===== src/rtl/mprx_pkg.sv =====
package mprx_pkg;

  typedef struct packed {
    logic clearSr;
    logic capBit;
    logic capStop;
    logic loadOut;
  } rxStrobe_t;

  typedef struct packed {
    logic stopOk;
    logic extraBit;
    logic idMatch;
    logic parityOk;
  } frameInfo_t;

  typedef enum logic [1:0] {
    ST_IDLE,
    ST_START,
    ST_RECV,
    ST_EVAL
  } rxState_e;

endpackage


===== src/rtl/mprx_datapath.sv =====
module mprx_datapath
  import mprx_pkg::*;
#(
  parameter int DATA_W = 8,
  parameter int IDX_W  = 4
) (
  input  logic              clk,
  input  logic              rst_n,
  input  logic              rxLine,
  input  logic              cfgSevenBit,
  input  logic              cfgParityOdd,
  input  logic [DATA_W-1:0] stationId,
  input  rxStrobe_t         strobe,
  input  logic [IDX_W-1:0]  bitIdx,
  output frameInfo_t        info,
  output logic [DATA_W-1:0] rxData
);

  localparam int SR_W = DATA_W + 1;

  logic [SR_W-1:0]   payloadSr;
  logic              stopOk;
  logic [DATA_W-1:0] dataWord;
  logic [DATA_W-1:0] idMask;
  logic              extraBit;

  // Bits land at their own index, so a short data length leaves upper bits zero.
  always_ff @(posedge clk or negedge rst_n) begin
    if (!rst_n) begin
      payloadSr <= '0;
      stopOk    <= 1'b1;
    end else if (strobe.clearSr) begin
      payloadSr <= '0;
      stopOk    <= 1'b1;
    end else begin
      if (strobe.capBit) begin
        for (int i = 0; i < SR_W; i++) begin
          if (bitIdx == IDX_W'(i)) payloadSr[i] <= rxLine;
        end
      end
      if (strobe.capStop) stopOk <= stopOk & rxLine;
    end
  end

  always_comb begin
    if (cfgSevenBit) begin
      dataWord = {1'b0, payloadSr[DATA_W-2:0]};
      extraBit = payloadSr[DATA_W-1];
      idMask   = {1'b0, {(DATA_W-1){1'b1}}};
    end else begin
      dataWord = payloadSr[DATA_W-1:0];
      extraBit = payloadSr[DATA_W];
      idMask   = '1;
    end
  end

  assign info.stopOk   = stopOk;
  assign info.extraBit = extraBit;
  assign info.idMatch  = (dataWord == (stationId & idMask));
  assign info.parityOk = ((^dataWord) ^ extraBit) == cfgParityOdd;

  always_ff @(posedge clk or negedge rst_n) begin
    if (!rst_n)              rxData <= '0;
    else if (strobe.loadOut) rxData <= dataWord;
  end

  // the controller never clears, captures a data bit and captures a stop bit at once
  p_strobe_excl_r1: assert property (@(posedge clk) disable iff (!rst_n)
    $onehot0({strobe.clearSr, strobe.capBit, strobe.capStop}));

endmodule


===== src/rtl/mprx_control.sv =====
module mprx_control
  import mprx_pkg::*;
#(
  parameter int OVS    = 16,
  parameter int DATA_W = 8,
  parameter int IDX_W  = 4
) (
  input  logic             clk,
  input  logic             rst_n,
  input  logic             tick16,
  input  logic             rxLine,
  input  logic             cfgSevenBit,
  input  logic             cfgTwoStop,
  input  logic             cfgMpEnable,
  input  logic             cfgParityEn,
  input  logic             waitIdSet,
  input  logic             hostRead,
  input  frameInfo_t       info,
  output rxStrobe_t        strobe,
  output logic [IDX_W-1:0] bitIdx,
  output logic             rxValid,
  output logic             rxIsId,
  output logic             waitId,
  output logic             frameErr,
  output logic             parityErr,
  output logic             overrun
);

  localparam int CNT_W = $clog2(OVS);
  localparam logic [CNT_W-1:0] MID_CNT  = CNT_W'(OVS / 2 - 1);
  localparam logic [CNT_W-1:0] LAST_CNT = CNT_W'(OVS - 1);

  rxState_e         state;
  logic [CNT_W-1:0] tickCnt;
  logic             full;
  logic [IDX_W-1:0] nData, nPay, lastIdx;
  logic             sampleNow, frameBad, parBad, isIdFrame, wantDeliver;

  always_comb begin
    nData   = cfgSevenBit ? IDX_W'(DATA_W - 1) : IDX_W'(DATA_W);
    nPay    = nData + IDX_W'(cfgMpEnable | cfgParityEn);
    lastIdx = nPay + IDX_W'(cfgTwoStop);
  end

  assign sampleNow = (state == ST_RECV) && tick16 && (tickCnt == LAST_CNT);

  always_comb begin
    frameBad    = !info.stopOk;
    parBad      = !cfgMpEnable && cfgParityEn && !info.parityOk;
    isIdFrame   = cfgMpEnable && info.extraBit;
    wantDeliver = !frameBad && !parBad &&
                  (!cfgMpEnable || (isIdFrame ? info.idMatch : !waitId));
  end

  always_comb begin
    strobe.clearSr = (state == ST_START) && tick16 && (tickCnt == MID_CNT) && !rxLine;
    strobe.capBit  = sampleNow && (bitIdx < nPay);
    strobe.capStop = sampleNow && !(bitIdx < nPay);
    strobe.loadOut = (state == ST_EVAL) && wantDeliver && !full;
  end

  always_ff @(posedge clk or negedge rst_n) begin
    if (!rst_n) begin
      state     <= ST_IDLE;
      tickCnt   <= '0;
      bitIdx    <= '0;
      rxValid   <= 1'b0;
      rxIsId    <= 1'b0;
      waitId    <= 1'b1;
      full      <= 1'b0;
      frameErr  <= 1'b0;
      parityErr <= 1'b0;
      overrun   <= 1'b0;
    end else begin
      rxValid <= 1'b0;
      if (hostRead) begin
        full      <= 1'b0;
        frameErr  <= 1'b0;
        parityErr <= 1'b0;
        overrun   <= 1'b0;
      end
      if (waitIdSet) waitId <= 1'b1;
      case (state)
        ST_IDLE: begin
          if (tick16 && !rxLine) begin
            state   <= ST_START;
            tickCnt <= '0;
          end
        end
        ST_START: begin
          if (tick16) begin
            if (tickCnt == MID_CNT) begin
              state   <= rxLine ? ST_IDLE : ST_RECV;
              tickCnt <= '0;
              bitIdx  <= '0;
            end else begin
              tickCnt <= tickCnt + 1'b1;
            end
          end
        end
        ST_RECV: begin
          if (tick16) begin
            if (sampleNow) begin
              tickCnt <= '0;
              bitIdx  <= bitIdx + 1'b1;
              if (bitIdx == lastIdx) state <= ST_EVAL;
            end else begin
              tickCnt <= tickCnt + 1'b1;
            end
          end
        end
        ST_EVAL: begin
          state <= ST_IDLE;
          if (frameBad)                        frameErr  <= 1'b1;
          else if (parBad)                     parityErr <= 1'b1;
          else if (isIdFrame)                  waitId    <= !info.idMatch;
          if (wantDeliver) begin
            if (full) overrun <= 1'b1;
            else begin
              rxValid <= 1'b1;
              full    <= 1'b1;
              rxIsId  <= isIdFrame;
            end
          end
        end
        default: state <= ST_IDLE;
      endcase
    end
  end

  // the delivery strobe never stretches over two cycles
  p_valid_single_r11: assert property (@(posedge clk) disable iff (!rst_n)
    rxValid |=> !rxValid);

  // a delivery always leaves the byte marked unread
  p_valid_full_r10: assert property (@(posedge clk) disable iff (!rst_n)
    rxValid |-> full);

  // an overrun never coincides with a delivery
  p_overrun_drop_r10: assert property (@(posedge clk) disable iff (!rst_n)
    $rose(overrun) |-> !rxValid);

  // an accepted address always opens the receiver
  p_id_opens_r4: assert property (@(posedge clk) disable iff (!rst_n)
    (rxValid && rxIsId) |-> !waitId);

  // data in addressing mode only passes while the receiver was open
  p_gated_data_r6: assert property (@(posedge clk) disable iff (!rst_n)
    (rxValid && !rxIsId && cfgMpEnable) |-> !$past(waitId));

  // a framing error never comes with a delivery
  p_frame_err_drop_r8: assert property (@(posedge clk) disable iff (!rst_n)
    $rose(frameErr) |-> !rxValid);

endmodule


===== src/rtl/mp_uart_rx.sv =====
module mp_uart_rx
  import mprx_pkg::*;
#(
  parameter int OVS    = 16,
  parameter int DATA_W = 8
) (
  input  logic              clk,
  input  logic              rst_n,
  input  logic              rxLine,
  input  logic              tick16,
  input  logic              cfgSevenBit,
  input  logic              cfgTwoStop,
  input  logic              cfgMpEnable,
  input  logic              cfgParityEn,
  input  logic              cfgParityOdd,
  input  logic [DATA_W-1:0] stationId,
  input  logic              waitIdSet,
  input  logic              hostRead,
  output logic [DATA_W-1:0] rxData,
  output logic              rxValid,
  output logic              rxIsId,
  output logic              waitId,
  output logic              frameErr,
  output logic              parityErr,
  output logic              overrun
);

  localparam int IDX_W = $clog2(DATA_W + 4);

  rxStrobe_t        strobe;
  frameInfo_t       info;
  logic [IDX_W-1:0] bitIdx;

  mprx_control #(.OVS(OVS), .DATA_W(DATA_W), .IDX_W(IDX_W)) i_ctrl (
    .clk(clk), .rst_n(rst_n), .tick16(tick16), .rxLine(rxLine),
    .cfgSevenBit(cfgSevenBit), .cfgTwoStop(cfgTwoStop),
    .cfgMpEnable(cfgMpEnable), .cfgParityEn(cfgParityEn),
    .waitIdSet(waitIdSet), .hostRead(hostRead), .info(info),
    .strobe(strobe), .bitIdx(bitIdx), .rxValid(rxValid), .rxIsId(rxIsId),
    .waitId(waitId), .frameErr(frameErr), .parityErr(parityErr),
    .overrun(overrun)
  );

  mprx_datapath #(.DATA_W(DATA_W), .IDX_W(IDX_W)) i_dp (
    .clk(clk), .rst_n(rst_n), .rxLine(rxLine), .cfgSevenBit(cfgSevenBit),
    .cfgParityOdd(cfgParityOdd), .stationId(stationId), .strobe(strobe),
    .bitIdx(bitIdx), .info(info), .rxData(rxData)
  );

endmodule


===== config.mk =====
export PLATFORM = sky130hd
export DESIGN_NAME = mp_uart_rx
export DESIGN_NICKNAME = d
export VERILOG_FILES = /design/src/rtl/mprx_pkg.sv /design/src/rtl/mprx_datapath.sv /design/src/rtl/mprx_control.sv /design/src/rtl/mp_uart_rx.sv
export SDC_FILE = /design/constraint.sdc
export NUM_CORES = 1
export LEC_CHECK = 0
export BUFFER_PORTS_ARGS = -buffer_cell sky130_fd_sc_hd__buf_4
export CAP_MARGIN = 5
export CORE_MARGIN = 8
export CORE_UTILIZATION = 61
export CTS_BUF_LIST = sky130_fd_sc_hd__clkbuf_8 sky130_fd_sc_hd__clkbuf_16
export DETAILED_ROUTE_END_ITERATION = 8
export PLACE_DENSITY_LB_ADDON = 0.25
export SKIP_LAST_GASP = 1
export SLEW_MARGIN = 20
export SYNTH_ARGS = -nofsm -noshare
export SYNTH_HDL_FRONTEND = slang
export SYNTH_SLANG_ARGS = --single-unit

===== constraint.sdc =====
create_clock -name clk -period 3.85 [get_ports clk]
set_input_delay 0.77 -clock clk [delete_from_list [all_inputs] [get_ports clk]]
set_output_delay 0.77 -clock clk [all_outputs]
set_load 0.05 [all_outputs]

Yosys cells after proc, flatten, opt, wreduce, memory -nomap -nowiden
Cells that the tools add are included.
{ "word_totals": {"register_bits": 35, "latchBits": 0, "ram_bits": 0, "rom_bits": 0, "in_bits": 19, "wordCells": 166, "mem_count": 0} }
{ "op_classes": {"addsub": 4, "mul": 0, "div": 0, "n_lt_le_gt_ge": 1, "eq_ne": 22, "shift": 0, "mux": 60, "n_bitwise": 5, "reduce_logical": 53} }
{ "op_table": {"columns": ["cell", "n"], "rows": [
  ["$mux W4", 10],
  ["$mux W1", 36],
  ["$reduce_bool A2 Y1", 12],
  ["$eq A4 B3 Y1 const B", 5],
  ["$mux W9", 2],
  ["$reduce_and A2 Y1", 9],
  ["$mux W8", 2],
  ["$logic_and A1 B1 Y1", 15],
  ["$mux W2", 7],
  ["$pmux W4 S3", 1],
  ["$add A4 B1 Y4 const B", 2],
  ["$and A8 B8 Y8", 1],
  ["$eq A4 B2 Y1 const B", 2],
  ["$eq A4 B4 Y1 const B", 2],
  ["$eq A8 B8 Y1", 1],
  ["$logic_not A1 Y1", 8],
  ["$ne A2 B2 Y1 const B", 4],
  ["$pmux W2 S4", 1],
  ["$pmux W4 S2", 1],
  ["$reduce_xor A8 Y1", 1],
  ["$reduce_and A6 Y1", 1],
  ["$reduce_and A5 Y1", 1],
  ["$add A4 B1 Y4", 1],
  ["$add A4 B4 Y4", 1],
  ["other kinds (17)", 19]
]} }

Logic depth before layout (Yosys ltp)
Gate-level depths: netlist of the first run.
{ "logic_depth": {"word_depth": 11, "mapped_depth": 11, "ltp_nobuf": 11} }

Hierarchy
Synthesis of the first run repeated with hierarchy kept, for this count alone.
{ "unflattened": {"cells_unflattened": 212, "hier_area_um2": 2185.8} }
{ "by_module_without_submodules": {"columns": ["mod", "instances", "cells_each", "area_each_um2", "seq_area_each_um2"], "rows": [
  ["mprx_control", 1, 118, 1192.4, 426.7],
  ["mprx_datapath", 1, 94, 993.5, 451.7]
]} }

Worst setup path before layout of the first run
No wires, ideal clock.
{ "synth_timing": {"path_type": "input to register", "start": "input cfgParityEn", "end": "register with a tool-made name", "arrival_time_ps": 2530, "required_time_ps": 3730, "setup_slack_ps": 1199, "cell_stages": 11, "path_cell_list": "nor2_1 ha_1 inv_1 ha_1 inv_1 ha_1 xor2_1 nand4_1 a221oi_1 a21oi_1 a41o_1"} }
{ "synth_rtl": {"columns": ["item", "line", "rtl"], "rows": [
  ["start, declared", "mp_uart_rx.sv:14", "input logic cfgParityEn,"]
]} }

Final worst setup path of the first run
{ "layout_timing": {"start": "input cfgSevenBit", "end": "register i_dp.rxData[1]"} }
{ "layout_between": {"elab_chain_cells": 11} }
{ "layout_lines": {"columns": ["item", "line", "rtl"], "rows": [
  ["start, declared", "mp_uart_rx.sv:11", "input logic cfgSevenBit,"],
  ["$mux W8", "mprx_datapath.sv:46", "if (cfgSevenBit) begin"],
  ["$reduce_xor A8 Y1", "mprx_datapath.sv:60", "assign info.parityOk = ((^dataWord) ^ extraBit) == cfgParityOdd;"],
  ["$xor A1 B1 Y1", "mprx_datapath.sv:60", null],
  ["$eq A1 B1 Y1", "mprx_datapath.sv:60", null],
  ["$logic_not A1 Y1", "mprx_control.sv:49", "parBad = !cfgMpEnable && cfgParityEn && !info.parityOk;"],
  ["$logic_and A1 B1 Y1", "mprx_control.sv:49", null],
  ["$logic_not A1 Y1", "mprx_control.sv:51", "wantDeliver = !frameBad && !parBad &&"],
  ["$logic_and A1 B1 Y1", "mprx_control.sv:51", null],
  ["$logic_and A1 B1 Y1 (*)", "mprx_control.sv:51", null],
  ["$logic_and A1 B1 Y1 (*) (2 in a row)", "mprx_control.sv:59", "strobe.loadOut = (state == ST_EVAL) && wantDeliver && !full;"],
  ["end signal, assigned", "mprx_datapath.sv:64", "else if (strobe.loadOut) rxData <= dataWord;"],
  ["end, declared", "mprx_datapath.sv:16", "output logic [DATA_W-1:0] rxData"]
]} }
Mark *: on every way between the ends. The rest lies on a longest branch, timed or not.
A chain may end at the register's enable or synchronous reset.

==> qor.yml, run 1 <==
io_pins: 33
dr_total_vias: 1639
grt_pass1_vias: 1610
slew_viol_final: 0
cts_tree: "built"
synth_cell_types: 45
grt_pass1_wl_um: 7600
syn_to_final_growth_pct: 17.0
ys_seq_area_frac: 0.393
antenna_found_initial: 0
synth.ff_latch_count: 35
dr.pass1.iters: 4
clkSinkCount: 35
worstPathMaxFanout: 11
fp-row-count: 22
fmax_mhz: 351
rsz0062_at_grt: "false"
synth_edf_count: 0
hold_ws_ps: 422
wl_per_cell_um: 14.4
final_hold_viol_count: 0
synth_ff_type: "dfrtp_1"
crit_path_end_kind: "flop"
port_buffers: 32
r2r_slack_ps: 1200
pre_cts_ws_ps: 703
die_h_um: 76.5
place_inst: 292
mostFrequentLayoutCell: "dfrtp_1"
cts_inserted_buffers: 5
syn-num-nets: 256
avgSynthCellArea_um2: 10.2
synth_top_area_share: 0.370
grt_max_degree: 36
fp.coreArea_um2: 3580
p_leak_nw: 1.27
ir_drop_uv: 316
final.setup.worst_slack_ps: 1000
ant_nets: 0
slew_headroom: 0.484
start_util: 0.624
stdcell_count: 300
vias_per_cell: 5.46
die_w_um: 76.5
drive_gt1_frac: 0.222
cts.clk_slew.worst_paths_ps: 70
num_antenna_cells: 0
dieArea_um2: 5860
cp-startpoint: "cfgSevenBit"
ys_top_cells_by_area: "dfrtp_1 37%, ha_1 10%, mux2i_1 4.5%"
grt_use_total: 0.155
power_mw: 1.13
fin_crit_sh: 0.740
fill_cells: 269
cts_setup_buffers: 0
hold_path_class: "input pin to asynchronous set/reset pin"
p_per_area_nw_per_um2: 432
drt_wl_total_um: 4330
yosys.area.top_type: "dfrtp_1"
yosys_warnings: 0
r2r_end: "i_dp.rxData[1]"
status: "finished, final reports clean"
startpoint_type: "input pin"
r2r-start: "i_dp.payloadSr[6]"
worst_pin_slew_ps: 774
setup_viol_count_final: 0
netlist_instances: 219
arrival_ps: 3020
period_needed_ps: 2850
rr_worst_depth: 5
clock_latency_ps: 290
post_cts.resized_instances: 0
netlist_area_um2: 2230
fin_tns_setup_ps: 0
place_congestion: 0.849
ys_async_sr_fraction: 1.00
clock_path_buffers: 2
final_cell_mix: "33 x dfrtp_1, 32 x buf_4, 23 x nand2_1"
drc: 0
h-tree-depth: 2
cap_violations: 0
grt_overflow: 0
drtIter0Drc: 61
hpwl_um: 3320
critPathKind: "input pin to flop"
cts-root-buf: "clkbuf_8"
nets: 288
holdBufCountCts: 0
clock_skew_ps: 8.98
crit_required_ps: 4020
==> state kept, by name, indices dropped and copies added (netlist names), named ones only <==
name              count
i_dp.rxData           8
i_ctrl.rxIsId         1
i_ctrl.overrun        1
i_ctrl.frameErr       1
i_ctrl.full           1
i_ctrl.state          1
i_dp.payloadSr        9
i_ctrl.parityErr      1
i_ctrl.rxValid        1
i_ctrl.tickCnt        4
i_ctrl.waitId         1
i_ctrl.bitIdx         4
==> how the worst max path moves through the flow <==
stage,end,slack [ps]
3_3_place_gp,i_dp.rxData[4],740
2_1_floorplan,flop,1200
4_1_cts,i_dp.rxData[4],1010
6_report,i_dp.rxData[1],1000
5_1_grt,flop,810
3_5_place_dp,i_dp.rxData[4],700
==> cells by family after synthesis <==
group / count (synthesis) / share of synthesized area
simple gates: 72 / 0.164
flops: 35 / 0.393
fa+ha+maj: 18 / 0.101
mux: 19 / 0.0918
xor+xnor: 21 / 0.0985
compound gates: 33 / 0.113
buf+inv: 21 / 0.0386
==> metal layers <==
| layer | vias to the layer above | GRT usage | wire length (um) |
|---|---|---|---|
| met5 | - | 0 | 0 |
| met4 | 0 | 0.0577 | 49 |
| met1 | 769 | 0.190 | 1970 |
| met3 | 5 | 0.0507 | 278 |
| met2 | 37 | 0.248 | 2030 |
| li1 | 828 | - | - |
==> critical path: stages <==
cell,delay [ps]
buf_4,140
mux2_4,330
xnor2_2,190
xnor3_1,400
a2111oi_4,780
mux2_2,410
==> stage by stage <==
stage | utilization | instance area [um^2]
final | 0.730 | 2610
after global routing | 0.730 | 2610
after CTS | 0.730 | 2610
after detailed placement | 0.699 | 2500
after global placement | 0.699 | 2500
after floorplan | - | 2230
==> cell type report <==
type | count | area (um^2) | share of cell area
inverter | 14 | 52.6 | 0.0201
sequential | 35 | 878 | 0.336
clock buffer | 5 | 68.8 | 0.0263
timing repair buffer | 32 | 240 | 0.0919
multi-input combinational | 163 | 1270 | 0.486
tap | 48 | 60.1 | 0.0230
clock inverter | 3 | 43.8 | 0.0168
==> power breakdown <==
group | total (mW) | leakage (nW) | internal (mW) | switching [mW]
Clock | 0.332 | 0.0581 | 0.193 | 0.139
Sequential | 0.440 | 0.477 | 0.401 | 0.0396
Combinational | 0.358 | 0.736 | 0.150 | 0.207
==> cell usage after synthesis (all sizes together) (3+ instances only) <==
master / number
dfrtp: 33
nand2: 23
ha: 18
inv: 14
nor2: 11
o21ai: 11
xnor2: 11
mux2i: 10
nand3: 10
mux2: 9
xor2: 8
nor3b: 7
clkbuf: 6
a22o: 5
nand4: 4
nor2b: 3
or2: 3
(Power assumes the default switching activity.)
==> run 2: changes to the inputs <==
- CORE_UTILIZATION: 61 -> 57
- clock period: 3.85 -> 2.9 ns (I/O delays scaled with it)
==> run 2 against run 1 <==
Compared with the run above:
- design area hardly changed
- clock power grew 10%
- cell count grew 1.0%
- combinational power increased by 42%
- total power up 29%
- worst hold slack lost 210 ps
- critical endpoint is now i_dp.payloadSr[6]
- largest cell class unchanged
- largest power group unchanged
==> qor.yml, run 2 (synthesis results as in run 1) <==
status: "finished, final reports clean"
dieArea_um2: 6180
cts-root-buf: "clkbuf_8"
largest_reg_flops: 9
antenna_found_initial: 0
drive_gt1_frac: 0.231
grt_max_degree: 36
dr.pass1.iters: 5
final.setup.worst_slack_ps: 403
clock_latency_ps: 290
ant_nets: 0
slew_headroom: 0.700
num_antenna_cells: 0
drt_wl_total_um: 4630
fin_crit_sh: 0.861
rsz0062_at_grt: "false"
r2r_slack_ps: 500
hold_path_class: "input pin to asynchronous set/reset pin"
ir_drop_uv: 545
hpwl_um: 3590
drc: 0
fill_cells: 296
cap_violations: 0
cts_tree: "built"
start_util: 0.601
dr_total_vias: 1673
seq_area_um2: 878
cts.clk_slew.worst_paths_ps: 80
place_congestion: 0.811
dpl-instance-area_um2: 2520
io_pins: 33
h-tree-depth: 2
clkSinkCount: 35
fp-row-count: 22
startpoint_type: "input pin"
pre_cts_ws_ps: 56.0
p_per_area_nw_per_um2: 558
grt_pass1_wl_um: 7830
final_hold_viol_count: 0
fp.coreArea_um2: 3720
grt_overflow: 0
regMostFlops: "i_dp.payloadSr"
nets: 291
grt_use_total: 0.158
slew_viol_final: 0
vias_per_cell: 5.52
fmax_mhz: 401
clock_path_buffers: 2
final_cell_mix: "35 x buf_4, 33 x dfrtp_1, 23 x nand2_1"
crit_required_ps: 3100
mostFrequentLayoutCell: "buf_4"
clock_skew_ps: 6.42
p_leak_nw: 1.27
crit_path_end_kind: "flop"
critPathKind: "input pin to flop"
cts_inserted_buffers: 5
worst_pin_slew_ps: 448
port_buffers: 32
setup_viol_count_final: 0
cts_setup_buffers: 0
grt_pass1_vias: 1673
die_w_um: 78.6
fin_tns_setup_ps: 0
worstPathMaxFanout: 7
drtIter0Drc: 55
post_cts.resized_instances: 0
arrival_ps: 2700
largestRegisters: "i_dp.payloadSr (9), i_dp.rxData (8)"
postLayoutCellArea_um2: 2620
period_needed_ps: 2500
die_h_um: 78.6
syn_to_final_growth_pct: 17.1
multiInputGateArea_um2: 1270
holdBufCountCts: 0
wl_per_cell_um: 15.3
==> run 2: cell count changes in the layout (fill, tap and decap cells not counted), sizes merged <==
cell,before,now
bufinv,1,0
buf,32,35
clkinv,2,0
inv,14,15
clkinvlp,0,2
==> run 2: layer usage <==
| metal | GRT usage | part of all wire |
|---|---|---|
| met1 | 0.201 | 0.46 |
| met2 | 0.247 | 0.49 |
| met3 | 0.0547 | 0.046 |
| met4 | 0.0444 | 0.0041 |
| met5 | 0 | 0 |
==> run 2: metrics by stage <==
step | hold slack, ps | utilization | cells | power, mW
detailed placement | 489 | 0.679 | 295 | 1.10
floorplan | 284 | - | 219 | 0.955
finish | 216 | 0.704 | 303 | 1.46
CTS | 231 | 0.704 | 303 | 1.47
global placement | 494 | 0.679 | 295 | 1.09
global route | 249 | 0.704 | 303 | 1.56
==> run 2: worst paths after layout <==
path,cells after the start,start,endpoint
worst max-delay path,10,cfgParityEn,i_dp.payloadSr[6]
worst min-delay path,1,rst_n,i_ctrl.tickCnt[1]
worst max register to register,6,i_dp.payloadSr[7],i_dp.rxData[7]
worst min register to register,1,i_ctrl.parityErr,i_ctrl.parityErr
max in group asynchronous,1,rst_n,i_ctrl.waitId
min in group clk,1,i_ctrl.parityErr,i_ctrl.parityErr
==> run 2: report_power, final <==
part / total [mW] / switching (mW) / internal [mW] / leakage (nW)
logic: 0.508 / 0.289 / 0.218 / 0.750
clock network: 0.366 / 0.195 / 0.172 / 0.0408
registers: 0.585 / 0.0535 / 0.532 / 0.477
total: 1.46 / 0.538 / 0.922 / 1.27
==> run 2: critical path, stage by stage <==
cell and delay [ps]:
buf_4 110, nor2_1 190, ha_1 240, inv_1 80
ha_1 280, o21a_1 100, o21a_1 160, o21ai_1 330
nor3b_1 370, mux2i_1 250
==> run 2: area by class of cell <==
type	count	area share
tap	48	0.0230
inverter	14	0.0201
clock inverter	3	0.00909
sequential	35	0.336
timing repair buffer	35	0.100
clock buffer	5	0.0263
multi-input combinational	163	0.485
==> run 3: changes to the inputs <==
- CORE_MARGIN: 8 -> 2
==> run 3 against run 2 <==
Compared with the run above:
- cell count unchanged
- largest cell class unchanged
- critical endpoint is now i_dp.rxData[6]
- first-iteration DRC count increased by 56%
- count of clock-buffer cells in the layout unchanged
- die area decreased by 28%
- via count decreased by 1.1%
- total power decreased by 0.41%
- worst setup slack improved by 28 ps
- sequential power about the same
- global-route usage increased by 6.8 points
==> qor.yml, run 3 (synthesis results as in run 1) <==
die_h_um: 66.6
cts_setup_buffers: 0
p_per_area_nw_per_um2: 555
ir_drop_uv: 551
grt_pass1_wl_um: 7430
period_needed_ps: 2470
dr.pass1.iters: 6
p_int_mw: 0.920
hpwl_um: 3340
largest_reg_flops: 9
r2r-start: "i_dp.payloadSr[6]"
crit_path_end_kind: "flop"
fin_tns_setup_ps: 0
largestRegisters: "i_dp.payloadSr (9), i_dp.rxData (8)"
r2r_end: "i_dp.rxData[6]"
p_seq_frac: 0.402
crit_top_cell: "buf_4"
slew_viol_final: 0
fill_cells: 290
hold_path_class: "input pin to asynchronous set/reset pin"
clock_skew_ps: 3.21
rsz0062_at_grt: "false"
critPathKind: "input pin to flop"
cp-endpoint: "i_dp.rxData[6]"
fin_crit_sh: 0.851
vias_per_cell: 5.46
place_inst: 295
drt_wl_total_um: 4440
start_util: 0.601
r2r_slack_ps: 440
grt_pass1_vias: 1591
num_antenna_cells: 0
power.switching_mw: 0.533
crit_path_top_delay_cell: "a2111oi_4"
antenna_found_initial: 0
final_hold_viol_count: 0
power_frac_clock: 0.254
syn_to_final_growth_pct: 17.1
holdBufCountCts: 0
drtIter0Drc: 86
cts-root-buf: "clkbuf_8"
crit_family: "multiplexers"
seq_area_um2: 878
ant_nets: 0
fp-row-count: 22
io_pins: 33
path_buf_inv: 2
cap_violations: 0
grt_overflow: 0
fp.coreArea_um2: 3720
status: "finished, final reports clean"
crit_path_max_incr_delay_ps: 430
cp_num_cells: 7
grt_max_degree: 36
h-tree-depth: 2
multiInputGateArea_um2: 1270
stdcell_count: 303
startpoint_type: "input pin"
clock_latency_ps: 290
arrival_ps: 2650
cts.clk_slew.worst_paths_ps: 80
rr_worst_depth: 6
worstPathMaxFanout: 9
drive_gt1_frac: 0.231
place_congestion: 0.862
hold_ws_ps: 233
power_mw: 1.45
grt_use_total: 0.226
setup_viol_count_final: 0
fmax_mhz: 405
path_cells: "buf_4 -> mux2_4 -> xnor2_2 -> xnor3_1 -> a2111oi_4 -> buf_4 -> mux2_2"
clock_path_buffers: 2
regMostFlops: "i_dp.payloadSr"
p_leak_nw: 1.27
dieArea_um2: 4440
p_sw_frac: 0.367
mostFrequentLayoutCell: "buf_4"
port_buffers: 32
wl_per_cell_um: 14.6
final_cell_mix: "35 x buf_4, 33 x dfrtp_1, 23 x nand2_1"
cp-startpoint: "cfgSevenBit"
cts_tree: "built"
drc: 0
dr_total_vias: 1655
crit_required_ps: 3080
cts_inserted_buffers: 5
clkSinkCount: 35
combinationalPowerShare: 0.344
die_w_um: 66.6
slew_headroom: 0.676
worst_pin_slew_ps: 483
post_cts.resized_instances: 0
nets: 291
## run 3: cell counts in the layout (fill, tap and decap cells not counted)
No cell type changed its count.
## run 3: worst min path at each step
stage | startpoint | to | depth (start not counted)
detailed placement | i_ctrl.frameErr | i_ctrl.frameErr | 1
finish | rst_n | i_dp.payloadSr[6] | 1
CTS | rst_n | i_dp.payloadSr[6] | 1
floorplan | rst_n | asynchronous set/reset pin | 0
global route | rst_n | i_dp.payloadSr[5] | 1
global placement | i_ctrl.frameErr | i_ctrl.frameErr | 1
## run 3: area by class of cell
class	instances	area share
Clock inverter	3	0.00909
Clock buffer	5	0.0263
Timing Repair Buffer	35	0.100
Tap cell	48	0.0230
Inverter	14	0.0201
Sequential cell	35	0.336
Multi-Input combinational cell	163	0.485
## run 3: worst reg2reg max path: cells and delay by family, from the launching register on
family,cells,cell delay (ps)
compound gates,1,430
xor+xnor,3,860
buf+inv,1,250
flops,1,450
mux,1,350
## run 3: power groups by stage
stage,Clock (mW),Combinational (mW),Sequential (mW)
after CTS,0.380,0.500,0.583
after global routing,0.399,0.558,0.593
after global placement,0,0.492,0.593
final,0.368,0.500,0.584
after floorplan,0,0.352,0.603
after detailed placement,0,0.499,0.592
## run 3: stage by stage
stage | util | worst slack, ps | instance area, um^2
2_1_floorplan | - | 439 | 2230
3_3_place_gp | 0.679 | 127 | 2520
3_5_place_dp | 0.679 | 105 | 2520
4_1_cts | 0.704 | 425 | 2620
5_1_grt | 0.704 | 301 | 2620
6_report | 0.704 | 432 | 2620
## run 3: metal layers
layer / GRT usage / routed length, um / vias to the layer above
met5: 0 / 0 / -
met4: 0.0765 / 32 / 0
met3: 0.0541 / 189 / 2
met2: 0.361 / 2080 / 35
met1: 0.299 / 2130 / 785
li1: - / - / 833
